### src/rtl/cfg_loader_pkg.sv
// Shared definitions for the configuration handshake sequencer.
// Assumes: nothing beyond IEEE 1800-2017.
package cfg_loader_pkg;

    typedef enum logic [2:0] {
        SEQ_IDLE      = 3'd0,
        SEQ_WAIT_LOW  = 3'd1,
        SEQ_WAIT_HIGH = 3'd2,
        SEQ_STREAM    = 3'd3,
        SEQ_WAIT_DONE = 3'd4
    } seq_state_t;

    localparam int STAT_DONE_BIT = 0;
    localparam int STAT_INIT_BIT = 1;
    localparam int STAT_PROG_BIT = 2;
    localparam int STAT_WEN_BIT  = 5;
    localparam int STAT_W        = 8;

endpackage

### src/rtl/cfg_sync.sv
// Multi-bit two-or-more stage synchroniser; one independent chain per bit.
// Assumes: each bit is a slow level; no cross-bit coherence is required.
module cfg_sync #(
    parameter int WIDTH  = 2,
    parameter int STAGES = 2
) (
    input  logic             clk,
    input  logic             rst_n,
    input  logic [WIDTH-1:0] d_i,
    output logic [WIDTH-1:0] q_o
);
    genvar b;
    generate
        for (b = 0; b < WIDTH; b++) begin : g_bit
            logic [STAGES-1:0] chain_q;
            // Shift the raw level through the chain of flops.
            always_ff @(posedge clk) begin
                if (!rst_n) chain_q <= '0;
                else        chain_q <= {chain_q[STAGES-2:0], d_i[b]};
            end
            assign q_o[b] = chain_q[STAGES-1];
        end
    endgenerate
endmodule

### src/rtl/cfg_bitrev.sv
// Byte bit-reverser built as per-nibble reversal followed by a nibble swap.
// Assumes: purely combinational; enable picks reversed or pass-through.
module cfg_bitrev #(
    parameter int NIB_W = 4,
    localparam int NIBS = 2,
    localparam int BYTE_W = NIB_W * NIBS
) (
    input  logic              en_i,
    input  logic [BYTE_W-1:0] d_i,
    output logic [BYTE_W-1:0] q_o
);
    logic [BYTE_W-1:0] swapped;

    genvar n, k;
    generate
        for (n = 0; n < NIBS; n++) begin : g_nib
            for (k = 0; k < NIB_W; k++) begin : g_bit
                // Bit k of nibble n lands at bit NIB_W-1-k of the opposite nibble.
                assign swapped[(NIBS-1-n)*NIB_W + (NIB_W-1-k)] = d_i[n*NIB_W + k];
            end
        end
    endgenerate

    assign q_o = en_i ? swapped : d_i;
endmodule

### src/rtl/cfg_poll_timer.sv
// Bounded poll counter: counts polls while running, flags the final one.
// Assumes: clear has priority over run; clear on entry to every wait state.
module cfg_poll_timer #(
    parameter int LIMIT = 10000,
    localparam int CNT_W = (LIMIT > 1) ? $clog2(LIMIT) : 1
) (
    input  logic clk,
    input  logic rst_n,
    input  logic clear_i,
    input  logic run_i,
    output logic last_o
);
    logic [CNT_W-1:0] cnt_q;
    localparam logic [CNT_W-1:0] CNT_END = CNT_W'(LIMIT - 1);

    assign last_o = run_i && (cnt_q == CNT_END);

    // Count one poll per cycle, holding at the end value.
    always_ff @(posedge clk) begin
        if (!rst_n || clear_i) cnt_q <= '0;
        else if (run_i && cnt_q != CNT_END) cnt_q <= cnt_q + 1'b1;
    end


    cnt_range_chk: assert property (@(posedge clk) disable iff (!rst_n)
        cnt_q <= CNT_END);
endmodule

### src/rtl/cfg_loader.sv
// Configuration handshake sequencer top level.
// Drives program low, waits init low, releases program, waits init high,
// streams len bytes to the data port, then waits for done. Each wait is
// bounded by POLL_LIMIT polls (one per clock).
// Assumes: init_i/done_i are asynchronous levels; byte stream is valid/ready.
module cfg_loader
    import cfg_loader_pkg::*;
#(
    parameter int POLL_LIMIT = 10000,
    parameter int LEN_W      = 24,
    parameter int SYNC_STAGES = 2
) (
    input  logic             clk,
    input  logic             rst_n,
    input  logic             start_i,
    input  logic [LEN_W-1:0] len_i,
    input  logic             rev_en_i,
    input  logic [7:0]       byte_i,
    input  logic             byte_valid_i,
    output logic             byte_ready_o,
    output logic             prog_n_o,
    input  logic             init_i,
    input  logic             done_i,
    output logic [7:0]       cfg_data_o,
    output logic             cfg_wr_o,
    output logic             cfg_wen_o,
    output logic [7:0]       status_o,
    output logic             busy_o,
    output logic             ok_o,
    output logic             to_init_low_o,
    output logic             to_init_high_o,
    output logic             to_done_o,
    output logic             crc_err_o
);
    localparam logic [LEN_W-1:0] LEN_ONE = LEN_W'(1);

    seq_state_t       state_q, state_d;
    logic [LEN_W-1:0] remain_q;
    logic             rev_q;
    logic             init_s, done_s;
    logic             tmr_clr, tmr_run, tmr_last;
    logic             start_acc, take;
    logic [7:0]       byte_out;

    cfg_sync #(.WIDTH(2), .STAGES(SYNC_STAGES)) u_sync (
        .clk  (clk),
        .rst_n(rst_n),
        .d_i  ({done_i, init_i}),
        .q_o  ({done_s, init_s})
    );

    cfg_bitrev #(.NIB_W(4)) u_rev (
        .en_i(rev_q),
        .d_i (byte_i),
        .q_o (byte_out)
    );

    cfg_poll_timer #(.LIMIT(POLL_LIMIT)) u_tmr (
        .clk    (clk),
        .rst_n  (rst_n),
        .clear_i(tmr_clr),
        .run_i  (tmr_run),
        .last_o (tmr_last)
    );

    assign busy_o       = (state_q != SEQ_IDLE);
    assign byte_ready_o = (state_q == SEQ_STREAM);
    assign start_acc    = (state_q == SEQ_IDLE) && start_i;
    assign take         = byte_ready_o && byte_valid_i;
    assign tmr_run      = (state_q == SEQ_WAIT_LOW) || (state_q == SEQ_WAIT_HIGH)
                       || (state_q == SEQ_WAIT_DONE);

    // Next-state selection and poll-timer clear on each wait entry.
    always_comb begin
        state_d = state_q;
        tmr_clr = 1'b0;
        unique case (state_q)
            SEQ_IDLE: if (start_i) begin
                state_d = SEQ_WAIT_LOW;
                tmr_clr = 1'b1;
            end
            SEQ_WAIT_LOW: begin
                if (!init_s) begin
                    state_d = SEQ_WAIT_HIGH;
                    tmr_clr = 1'b1;
                end else if (tmr_last) begin
                    state_d = SEQ_IDLE;
                end
            end
            SEQ_WAIT_HIGH: begin
                if (init_s) begin
                    state_d = (remain_q == '0) ? SEQ_WAIT_DONE : SEQ_STREAM;
                    tmr_clr = 1'b1;
                end else if (tmr_last) begin
                    state_d = SEQ_IDLE;
                end
            end
            SEQ_STREAM: if (take && remain_q == LEN_ONE) begin
                state_d = SEQ_WAIT_DONE;
                tmr_clr = 1'b1;
            end
            SEQ_WAIT_DONE: if (done_s || tmr_last) state_d = SEQ_IDLE;
            default: state_d = SEQ_IDLE;
        endcase
    end

    // Sequencer state register.
    always_ff @(posedge clk) begin
        if (!rst_n) state_q <= SEQ_IDLE;
        else        state_q <= state_d;
    end

    // Program line: low from start until init answers or the first wait expires.
    always_ff @(posedge clk) begin
        if (!rst_n) prog_n_o <= 1'b1;
        else if (start_acc) prog_n_o <= 1'b0;
        else if (state_q == SEQ_WAIT_LOW && (!init_s || tmr_last)) prog_n_o <= 1'b1;
    end

    // Write enable: raised when init returns high, kept until the next start.
    always_ff @(posedge clk) begin
        if (!rst_n || start_acc) cfg_wen_o <= 1'b0;
        else if (state_q == SEQ_WAIT_HIGH && init_s) cfg_wen_o <= 1'b1;
    end

    // Capture length and mode at start; count down accepted bytes.
    always_ff @(posedge clk) begin
        if (!rst_n) begin
            remain_q <= '0;
            rev_q    <= 1'b0;
        end else if (start_acc) begin
            remain_q <= len_i;
            rev_q    <= rev_en_i;
        end else if (take) begin
            remain_q <= remain_q - LEN_ONE;
        end
    end

    // Data port: register the (optionally reversed) byte with a one-cycle strobe.
    always_ff @(posedge clk) begin
        if (!rst_n) begin
            cfg_data_o <= '0;
            cfg_wr_o   <= 1'b0;
        end else begin
            cfg_wr_o <= take;
            if (take) cfg_data_o <= byte_out;
        end
    end

    // Outcome and error flags: cleared on start, set by their events.
    always_ff @(posedge clk) begin
        if (!rst_n || start_acc) begin
            ok_o           <= 1'b0;
            to_init_low_o  <= 1'b0;
            to_init_high_o <= 1'b0;
            to_done_o      <= 1'b0;
            crc_err_o      <= 1'b0;
        end else begin
            if (state_q == SEQ_WAIT_LOW && init_s && tmr_last)   to_init_low_o  <= 1'b1;
            if (state_q == SEQ_WAIT_HIGH && !init_s && tmr_last) to_init_high_o <= 1'b1;
            if (state_q == SEQ_WAIT_DONE && done_s)              ok_o           <= 1'b1;
            if (state_q == SEQ_WAIT_DONE && !done_s && tmr_last) to_done_o      <= 1'b1;
            if (take && !init_s)                                 crc_err_o      <= 1'b1;
        end
    end

    // Status word assembly from synchronised lines and driven levels.
    always_comb begin
        status_o = '0;
        status_o[STAT_DONE_BIT] = done_s;
        status_o[STAT_INIT_BIT] = init_s;
        status_o[STAT_PROG_BIT] = prog_n_o;
        status_o[STAT_WEN_BIT]  = cfg_wen_o;
    end


    prog_low_busy_chk: assert property (@(posedge clk) disable iff (!rst_n)
        !prog_n_o |-> busy_o);


    wr_needs_wen_chk: assert property (@(posedge clk) disable iff (!rst_n)
        cfg_wr_o |-> cfg_wen_o);


    one_outcome_chk: assert property (@(posedge clk) disable iff (!rst_n)
        $countones({ok_o, to_init_low_o, to_init_high_o, to_done_o}) <= 1);


    crc_sticky_chk: assert property (@(posedge clk) disable iff (!rst_n)
        (crc_err_o && !(start_i && !busy_o)) |=> crc_err_o);


    busy_start_ignored_chk: assert property (@(posedge clk) disable iff (!rst_n)
        (start_i && byte_ready_o) |=> prog_n_o);
endmodule

### config.mk
export PLATFORM = sky130hd
export DESIGN_NAME = cfg_loader
export DESIGN_NICKNAME = d
export VERILOG_FILES = /design/src/rtl/cfg_loader_pkg.sv /design/src/rtl/cfg_sync.sv /design/src/rtl/cfg_bitrev.sv /design/src/rtl/cfg_poll_timer.sv /design/src/rtl/cfg_loader.sv
export SDC_FILE = /design/constraint.sdc
export NUM_CORES = 1
export LEC_CHECK = 0
export ABC_AREA = 1
export CORE_MARGIN = 2
export CORE_UTILIZATION = 53
export CTS_CLUSTER_DIAMETER = 50
export CTS_CLUSTER_SIZE = 16
export DETAILED_ROUTE_END_ITERATION = 10
export PLACE_DENSITY = 0.85
export SLEW_MARGIN = 20
export SYNTH_ARGS = -nofsm -noshare
export SYNTH_HDL_FRONTEND = slang
export SYNTH_SLANG_ARGS = --single-unit
export TNS_END_PERCENT = 20
### constraint.sdc
create_clock -name clk -period 2.3 [get_ports clk]
set_clock_uncertainty 0.2 [all_clocks]
set_input_delay 0.46 -clock clk [delete_from_list [all_inputs] [get_ports clk]]
set_output_delay 0.46 -clock clk [all_outputs]
set_load 0.02 [all_outputs]
Yosys cells after proc, flatten, opt, wreduce, memory -nomap -nowiden. Cells that the tools add are included.

Register bits after elaboration: 62. Bits of input ports: 39. Word-level logic and storage cells: 75.

Muxes and demuxes: 18. Reduce and logical (&&, ||, !) cells: 30. $add $sub $neg: 2. Equality and inequality tests: 10.

Operators with widths (count): $mux 24 (2); $eq 24x1->1 const B (1); $logic_not 24->1 (1); $sub 24x1->24 const B (1); $mux 3 (7); $logic_and 1x1->1 (15); $pmux 3 s5 (1); $add 14x1->14 const B (1); $eq 14x14->1 const B (1); $ne 14x14->1 const B (1); $mux 8 (1); $eq 3x2->1 const B (2); $logic_or 1x1->1 (6); $mux 1 (6); $ne 2x2->1 const B (2); $pmux 1 s4 (1); $reduce_bool 2->1 (2); $eq 3x1->1 const B (1); $eq 3x3->1 const B (1); $logic_not 1->1 (3); $logic_not 3->1 (1); $reduce_and 3->1 (1); $reduce_bool 3->1 (1); $ne 2x1->1 const B (1).

Longest topological paths before layout.
Depth after elaboration: 8. Gate-level depth with buffers: 11. Depth with buffers taken out: 11.

Cells and area by module. A second synthesis with hierarchy kept.

Cells, all modules: 578. Area total of the unflattened synthesis: 3688.5 sq um.

Modules (own cells, without submodules): cfg_loader (instances 1, seq. area each 880.8 sq um, area an instance 2611.3 sq um, cells each 408); cfg_poll_timer (instances 1, seq. area each 280.3 sq um, area an instance 847.1 sq um, cells each 130); cfg_sync (instances 1, seq. area each 80.1 sq um, area an instance 125.1 sq um, cells each 14); cfg_bitrev (instances 1, seq. area each 0.0 sq um, area an instance 105.1 sq um, cells each 26).

Worst setup path after synthesis. Ideal clock, no wire load.

Path type: reg2reg. From: reg u_tmr.cnt_q[0]. To: reg u_tmr.cnt_q[2]. Required time: 1991 ps. Cell stages (with the launch flop): 10. Setup slack: 636 ps. Path buffers: 1. Arrival: 1356 ps. Path through: dfxtp_1 -> ha_1 -> nand3_2 -> nor2_1 -> nand2_1 -> nand2_2 -> buf_4 -> o21ai_0 -> nand2_1 -> inv_1.

Longest elaborated chain between the ends: 2. Elaborated cells between the ends (all ways): 3.

RTL lines: from (decl) (RTL line cfg_poll_timer.sv:13) `logic [CNT_W-1:0] cnt_q;`; from (signal assigned) (RTL line cfg_poll_timer.sv:21) `else if (run_i && cnt_q != CNT_END) cnt_q <= cnt_q + 1'b1;`; branches (longest 2 deep; another with $add 14x1->14).

Parallel ways; which one is timed is not known. A chain may end at the register's enable or synchronous reset.

Worst setup path in the final report.
From: reg state_q[2]. To: out byte_ready_o.

Longest elaborated chain between the ends: 1.

RTL lines: from (decl) (RTL line cfg_loader.sv:37) `seq_state_t state_q, state_d;`; from (signal assigned) (RTL line cfg_loader.sv:110) `else state_q <= state_d;`; $eq 3x2->1 (RTL line cfg_loader.sv:67) `assign byte_ready_o = (state_q == SEQ_STREAM);`; to (decl) (RTL line cfg_loader.sv:20) `output logic byte_ready_o,`.

Every way passes these cells.

==> results.py <==
metrics = {
    "drt": {
        "wl_mm": 9.32,
        "drtAntennaViolNets": 0,
        "dr.max_layer_used": "met4",
        "routedWlPerCell_um": 12.8,
        "vias_per_cell": 5.25,
        "wl_met1_mm": 4.14,
        "drc_errors": 0,
        "drt_iter0_drc": 240,
        "vias": 3819,
        "first_pass_iters": 5,
        "wl_met3_um": 507,
        "routed-wl-met2_mm": 4.43,
    },
    "setup_path": {
        "max_stage_delay_ps": 350,
        "start_kind": "flop",
        "worst-endpoint-arrival_ps": 1430,
        "cp_top_family": "buffers and inverters",
        "critPathSlowestCell": "dfxtp_1",
        "r2r_start": "u_tmr.cnt_q[0]$_SDFFE_PP0P_",
        "worst-path-buf-inv": 3,
        "worstReg2RegEnd": "u_tmr.cnt_q[1]$_SDFFE_PP0P_",
        "crit_top_cell": "inv_1",
        "path_cells": "inv_1 -> nand3_2 -> inv_1 -> dlygate4sd2_1",
        "crit_start": "state_q[2]$_SDFFE_PN0P_",
        "ff2ff_setup_slack_ps": 270,
        "worstSetupPathType": "flop to output pin",
        "crit_required_ps": 1640,
        "cp-end-kind": "output pin",
        "worst-r2r-cell-count": 10,
        "path_max_fanout": 4,
    },
    "yosys": {
        "synth_top_family_by_area": "simple AND/OR/NAND/NOR gates",
        "syn-cell-area_um2": 3760,
        "synthFlopType": "dfxtp_1",
        "synth_cell_types": 44,
        "synthAdderAreaFrac_pct": 0.999,
        "avgSynthCellArea_um2": 6.62,
        "synth_compound_area_share_pct": 13.1,
        "ys_ff_latch": 62,
        "async_reset_ff_share_pct": 0,
        "synth_cells": 568,
        "synth-edff-count": 0,
        "synth_mux_area_share_pct": 2.13,
        "ys_warn_count": 0,
        "ys_seq_area_share_pct": 33.0,
        "yosys.area_share.simple_pct": 36.2,
        "synth-xor-area-share_pct": 2.56,
    },
    "hold_path": {
        "hold_class": "flop to flop",
        "min_delay_path_depth": 2,
        "hold_start": "u_sync.g_bit[1].chain_q[0]$_SDFF_PN0_",
        "min_to": "u_sync.g_bit[1].chain_q[1]$_SDFF_PN0_",
    },
    "timing": {
        "finalSetupViolCount": 0,
        "fin_crit_ps": 2090,
        "finalMaxSlewViolations": 0,
        "final.setup.tns_ps": 0,
        "finalCritPeriodShare_pct": 91.0,
        "max_freq_ghz": 0.478,
        "hold_violations": 0,
        "rsz0062_at_grt": "no",
    },
    "floorplan": {
        "num_rows": 30,
        "die_x_um": 88.2,
        "initial_core_util_pct": 55.0,
        "die_y_um": 88.2,
        "io_pins": 65,
        "core-area_um2": 6830,
        "die-area_um2": 7780,
    },
    "clock_tree": {
        "holdBufCountCts": 0,
        "numCtsBuffers": 9,
        "cts_root_buf": "clkbuf_8",
        "ctsLongestPathBuffers": 2,
        "cts_tree": "yes",
        "postCtsSetupRepairBufs": 0,
        "htree_num_levels": 3,
        "clkTransAtPathRegs_ps": 80,
        "cts_sinks": 62,
        "insertion_delay_ps": 360,
    },
    "power": {
        "pwr_density_cell_nw_per_um2": 1170,
        "irDropWorstVdd_mv": 0.516,
        "p_leak_nw": 2.04,
        "p_total_mw": 5.41,
    },
    "grt": {
        "grt_first_pass_wirelength_mm": 15.8,
        "grt_usage_pct": 25.8,
        "overflow": 0,
        "grt_pass1_vias": 3609,
        "grt_max_degree": 27,
        "antenna_found_initial": 0,
    },
    "place": {
        "gp_congestion": 0.917,
        "portBuffers": 60,
        "dpl.hpwl_mm": 6.94,
    },
    "final_layout": {
        "multi_input_area_um2": 2090,
        "area_growth_pct": 23.5,
        "nFillCells": 626,
        "drive_above_1_share_pct": 9.18,
        "num_antenna_cells": 0,
        "nets": 669,
        "regArea_um2": 1240,
    },
    "status": {
        "status": "complete, no violations",
    },
    "job": {
        "maxCapViolCount": 0,
    },
}
-- worst register-to-register path: cells and delay by family (launching register included) --
kind | cells | cell delay (ps)
fa+ha+maj | 1 | 280
simple gates | 7 | 890
flops | 1 | 390
buf+inv | 2 | 170
-- report_power, final --
group	switching (mW)	total [mW]	internal, mW	leakage [nW]
sequential	0.247	1.53	1.28	0.505
combinational	1.84	2.77	0.925	1.42
clock	0.493	1.12	0.625	0.115
-- state kept, by name, summed over array words and instances, names as in the netlist, 3 cells and up --
register,flops
cfg_data_o,8
remain_q,24
state_q,3
u_sync.g_bit.chain_q,4
u_tmr.cnt_q,14
-- cell usage in the layout, fill, tap and decap left out, drive strengths merged, types with 9 or more instances in the layout --
| cell | n |
|---|---|
| nand2 | 146 |
| nor2 | 83 |
| inv | 75 |
| dfxtp | 62 |
| clkdlybuf4s50 | 58 |
| nand3 | 48 |
| o21ai | 37 |
| a21oi | 33 |
| nand4 | 11 |
| clkbuf | 9 |
| buf | 9 |
-- how the worst max path moves through the flow --
stage / slack [ps] / endpoint / cells after the start
6_report: 210 / byte_ready_o / 4
5_1_grt: 100 / u_tmr.cnt_q[1]$_SDFFE_PP0P_ / 10
4_1_cts: 50 / busy_o / 3
3_5_place_dp: 160 / u_tmr.cnt_q[5]$_SDFFE_PP0P_ / 10
3_3_place_gp: 190 / u_tmr.cnt_q[13]$_SDFFE_PP0P_ / 10
2_1_floorplan: 640 / u_tmr.cnt_q[2]$_SDFFE_PP0P_ / 9
-- metrics by stage --
stage | util, % | instance area (um^2) | cells | hold slack (ps) | worst slack, ps
global placement | 64.5 | 4410 | 712 | 196 | 194
CTS | 67.8 | 4630 | 728 | 228 | 49.0
floorplan | - | 3770 | 571 | 190 | 636
global route | 67.9 | 4640 | 728 | 244 | 95.2
detailed placement | 64.5 | 4410 | 712 | 210 | 162
finish | 67.9 | 4640 | 728 | 225 | 208
-- cell families after synthesis --
group,Yosys count
adders and majority gates,3
AOI/OAI and AO/OA,86
buffers and inverters,97
muxes,8
xor gates and xnor gates,11
DFF,62
and+or+nand+nor,300
other,1
-- synthesized netlist by cell type, types with 8 or more instances --
library cell | count | share of area [%]
inv_1 | 63 | 6.3
buf_4 | 9 | 1.8
a21oi_1 | 26 | 3.5
nor2_1 | 75 | 7.5
o21ai_1 | 9 | 1.2
nand3_1 | 45 | 6.0
o21ai_0 | 27 | 3.6
dfxtp_1 | 62 | 33
mux2i_1 | 8 | 2.1
xor2_1 | 8 | 1.9
nand4_1 | 11 | 1.8
nand2_1 | 141 | 14
-- cell type report --
class / count / area share [%]
clock buffers: 9 / 2.67
clock inverters: 7 / 2.24
inverters: 73 / 6.12
multi-input cells: 412 / 44.9
flip-flops and latches: 62 / 26.7
well taps: 96 / 2.59
repair buffers: 69 / 14.7
-- metal layers --
layer | track usage (%) | vias up
met4 | 13.2 | 0
met3 | 3.86 | 22
met1 | 32.4 | 1748
met5 | 0 | -
met2 | 43.0 | 111
li1 | - | 1938
-- repair_timing --
item                                    CTS  global route
endpoints found under the setup margin    1             2
resized for setup                         1             2
gates cloned                              0             0
(Power assumes the default switching activity.)
